## src/rtl/pci_stat_reg.sv

```systemverilog
module pci_stat_reg (
  input  logic        clk,
  input  logic        rst_n,
  input  logic        cfg_wr,
  input  logic [1:0]  cfg_be,
  input  logic [15:0] cfg_wdata,
  output logic [15:0] cfg_rdata,
  input  logic        lp_wr,
  input  logic        lp_cap66,
  input  logic        mst_perr,
  input  logic        perr_resp_en,
  input  logic        tgt_abort
);

  logic cap66_q, perr_q, tabort_q;

  wire hi_clr   = cfg_wr & cfg_be[1];
  wire perr_set = mst_perr & perr_resp_en;

  always_ff @(posedge clk) begin
    if (!rst_n) begin
      cap66_q  <= 1'b0;
      perr_q   <= 1'b0;
      tabort_q <= 1'b0;
    end else begin
      if (lp_wr) cap66_q <= lp_cap66;
      if (perr_set)                   perr_q <= 1'b1;
      else if (hi_clr & cfg_wdata[8]) perr_q <= 1'b0;
      if (tgt_abort)                   tabort_q <= 1'b1;
      else if (hi_clr & cfg_wdata[11]) tabort_q <= 1'b0;
    end
  end

  assign cfg_rdata = {4'b0000, tabort_q, 2'b01, perr_q, 2'b00, cap66_q, 5'b00000};

  a_r2_fixed_fields: assert property (@(posedge clk) disable iff (!rst_n)
    (cfg_rdata[4:0] == 5'd0) && (cfg_rdata[7:6] == 2'd0) &&
    (cfg_rdata[15:12] == 4'd0) && (cfg_rdata[10:9] == 2'b01));

  a_r3_lp_load: assert property (@(posedge clk) disable iff (!rst_n)
    lp_wr |=> cfg_rdata[5] == $past(lp_cap66));

  a_r3_cfg_no_touch: assert property (@(posedge clk) disable iff (!rst_n)
    !lp_wr |=> $stable(cfg_rdata[5]));

  a_r4_perr_set: assert property (@(posedge clk) disable iff (!rst_n)
    (mst_perr && perr_resp_en) |=> cfg_rdata[8]);

  a_r5_tabort_set: assert property (@(posedge clk) disable iff (!rst_n)
    tgt_abort |=> cfg_rdata[11]);

  a_r6_perr_clear: assert property (@(posedge clk) disable iff (!rst_n)
    (cfg_wr && cfg_be[1] && cfg_wdata[8] && !(mst_perr && perr_resp_en)) |=> !cfg_rdata[8]);

  a_r8_perr_sticky: assert property (@(posedge clk) disable iff (!rst_n)
    (cfg_rdata[8] && !(cfg_wr && cfg_be[1] && cfg_wdata[8])) |=> cfg_rdata[8]);

  a_r8_tabort_sticky: assert property (@(posedge clk) disable iff (!rst_n)
    (cfg_rdata[11] && !(cfg_wr && cfg_be[1] && cfg_wdata[11])) |=> cfg_rdata[11]);

endmodule

```

## config.mk

```make
export PLATFORM = sky130hd
export DESIGN_NAME = pci_stat_reg
export DESIGN_NICKNAME = d
export VERILOG_FILES = /design/src/rtl/pci_stat_reg.sv
export SDC_FILE = /design/constraint.sdc
export NUM_CORES = 1
export LEC_CHECK = 0
export BUFFER_PORTS_ARGS = -buffer_cell sky130_fd_sc_hd__buf_2
export CAP_MARGIN = 20
export CORE_AREA = 2 2 39 41
export DETAILED_ROUTE_END_ITERATION = 8
export DIE_AREA = 0 0 41 43
export REMOVE_ABC_BUFFERS = 1
export SLEW_MARGIN = 20
export SYNTH_ARGS = -nofsm -noshare
export SYNTH_HDL_FRONTEND = slang
export SYNTH_SLANG_ARGS = --single-unit
```

## constraint.sdc

```tcl
create_clock -name clk -period 1.1 [get_ports clk]
set_input_delay 0.165 -clock clk [delete_from_list [all_inputs] [get_ports clk]]
set_output_delay 0.165 -clock clk [all_outputs]
set_load 0.1 [all_outputs]
```

==> results.ini <==
[global_routing]
grt_pass1_wl_um=524
antenna_found_initial=0
grt-ovfl-total=0
grt_max_degree=4
grt_pass1_vias=135
grt_usage_pct=5.12

[finish]
fin_area_um2=328
antenna-diode-count=0
fin_nets=69
multi_input_area_um2=108
fin_util_pct=23.7
regArea_um2=60.1
areaGrowthSynthToFinish_pct=31.0
layout-drive-gt1-share_pct=38.1
num-fill-cells=149

[worst_setup_path]
cpPeakStageDelay_ns=0.39
cp-end-kind=primary output
startpoint=perr_q
start_kind=flop
cp_max_fo=3
crit_family=flip-flops
cp-endpoint=cfg_rdata[8]
crit-reg2reg-launch=perr_q
timing.rr.end=perr_q
path_cells=buf_12
critPathRequiredTime_ns=0.94
r2r_slack_ns=0.25
critPathKind=flop to primary output
worst-path-stages=1
crit_buf_inv=1
r2r_cells=2
arrival_ns=0.82
worst_path_max_delay_cell=dfxtp_1

[power]
p_leak_uw=0.000172
vdd.ir_drop.worst_mv=0.914
powerDensity_nw_per_um2=1960
total_power_uw=642

[floorplanning]
die_w_um=41
ios=42
coreArea_um2=1380
rows=14
dieArea_um2=1760
die_y_um=43
start_util_pct=18.1

[timing]
min_period_ns=0.984
rsz0062_at_grt=false
fmax_mhz=1020
finalSetupViolCount=0
min_period_over_period_pct=89.4
clock_skew_ns=0
finalHoldViolCount=0
drv_slew=0

[synth]
synth.area.top_cells=buf_4 48%, dfxtp_1 24%, nor2b_1 5.0%
syn_area_um2=250
synth.distinct_cells=11
yosys.area.top_type_share_pct=48.0
seq_area_frac_synth_pct=24.0
syn_inst=30
ys_seq_elements=3
yosys_warnings=0
yosysTopAreaCell=buf_4
syn-mean-instance-area_um2=8.34

[drt]
drtIter0Drc=0
drt_wl_total_um=386
postRouteAntennaNets=0
num_vias=180
wl_per_cell_um=6.66
via_per_inst=3.10
route.detailed.drc=0
first_pass_iters=1

[clocking]
clk_pin_slew_worst_paths_ns=0.04
holdBufCountCts=0
cts_buffers=3
cts_tree=built
cts_sinks=3
post_cts_buffers=0
ctsResizeCount=0
worst_skew_pair.late_latency_ns=0.23
cts-root-buf=clkbuf_4
clk_path_buf_depth=2
htreeDepth=1

[job]
max-cap-violations=0

[outcome]
status=complete, no violations

[worst_hold_path]
worstHoldStart=cfg_wdata[11]
worstHoldPathType=primary input to flop

[place]
dp_hpwl_um=325
postPlaceCellArea_um2=302
gp_congestion=0.518
port_buffers=13

how the worst min path moves through the flow:
stage                     endpoint  slack (ns)  depth (start not counted)
final                     tabort_q        0.15                          2
after global routing      tabort_q        0.14                          2
after CTS                 tabort_q        0.14                          2
after detailed placement  tabort_q        0.40                          2
after global placement    tabort_q        0.39                          2
after floorplan             perr_q        0.29                          1
through the flow:
stage | cells | setup TNS (ns) | hold WS [ns] | worst slack [ns]
after floorplan | 25 | -0.638 | 0.293 | -0.259
after global placement | 54 | 0 | 0.390 | 0.265
after detailed placement | 54 | 0 | 0.395 | 0.263
after CTS | 58 | 0 | 0.144 | 0.110
after global routing | 58 | 0 | 0.144 | 0.0888
final | 58 | 0 | 0.149 | 0.116
cells in the mapped netlist (all sizes together):
library cell / instances
buf: 16
nor2b: 2
o21ai: 1
and2: 1
conb: 2
o31a: 1
dfxtp: 3
mux2i: 1
a21boi: 1
inv: 1
a41oi: 1
registers in the layout, indices dropped and copies added, names as in the netlist:
register,cells
tabort_q,1
perr_q,1
cap66_q,1
layout by cell type, fill, tap and decap left out:
cell type | netlist | layout
a21boi_1 | 1 | 1
conb_1 | 2 | 13
o31a_1 | 1 | 1
mux2i_1 | 1 | 1
buf_2 | 0 | 10
clkbuf_4 | 0 | 3
dfxtp_1 | 3 | 3
buf_12 | 0 | 3
clkbuf_1 | 0 | 1
inv_1 | 1 | 1
o21ai_1 | 1 | 1
nor2b_1 | 2 | 2
and2_0 | 1 | 1
a41oi_1 | 1 | 1
power by group:
part           internal (µW)  switching (µW)  total, µW
combinational           52.4             266        318
clock                    136            61.0        197
sequential               118            8.67        126
total                    306             335        642
kinds of logic (layout without fill, tap and decap cells):
kind of cell           after synthesis  after routing  synth area share [%]
AO/OA/AOI/OAI                        4              4                  12.0
buffers and inverters               17             18                  49.5
flip-flops                           3              3                  24.0
multiplexers                         1              1                  4.00
other                                2             13                  3.00
AND/OR/NAND/NOR                      3              3                  7.50
cell type report:
type                       count  area share (%)
sequential                     3            18.3
clock buffer                   4            8.02
timing repair buffer          13            33.6
tap                           16            6.11
multi-input combinational     21            32.8
inverter                       1            1.15
metal layers:
metal / part of all wire, % / GRT usage, % / vias to the layer above
met4: 0 / 0 / 0
met5: 0 / 0 / -
met3: 30 / 7.85 / 0
met2: 26 / 4.38 / 24
li1: - / - / 91
met1: 45 / 7.05 / 65
Note: power is estimated with default switching activity, not from simulation.
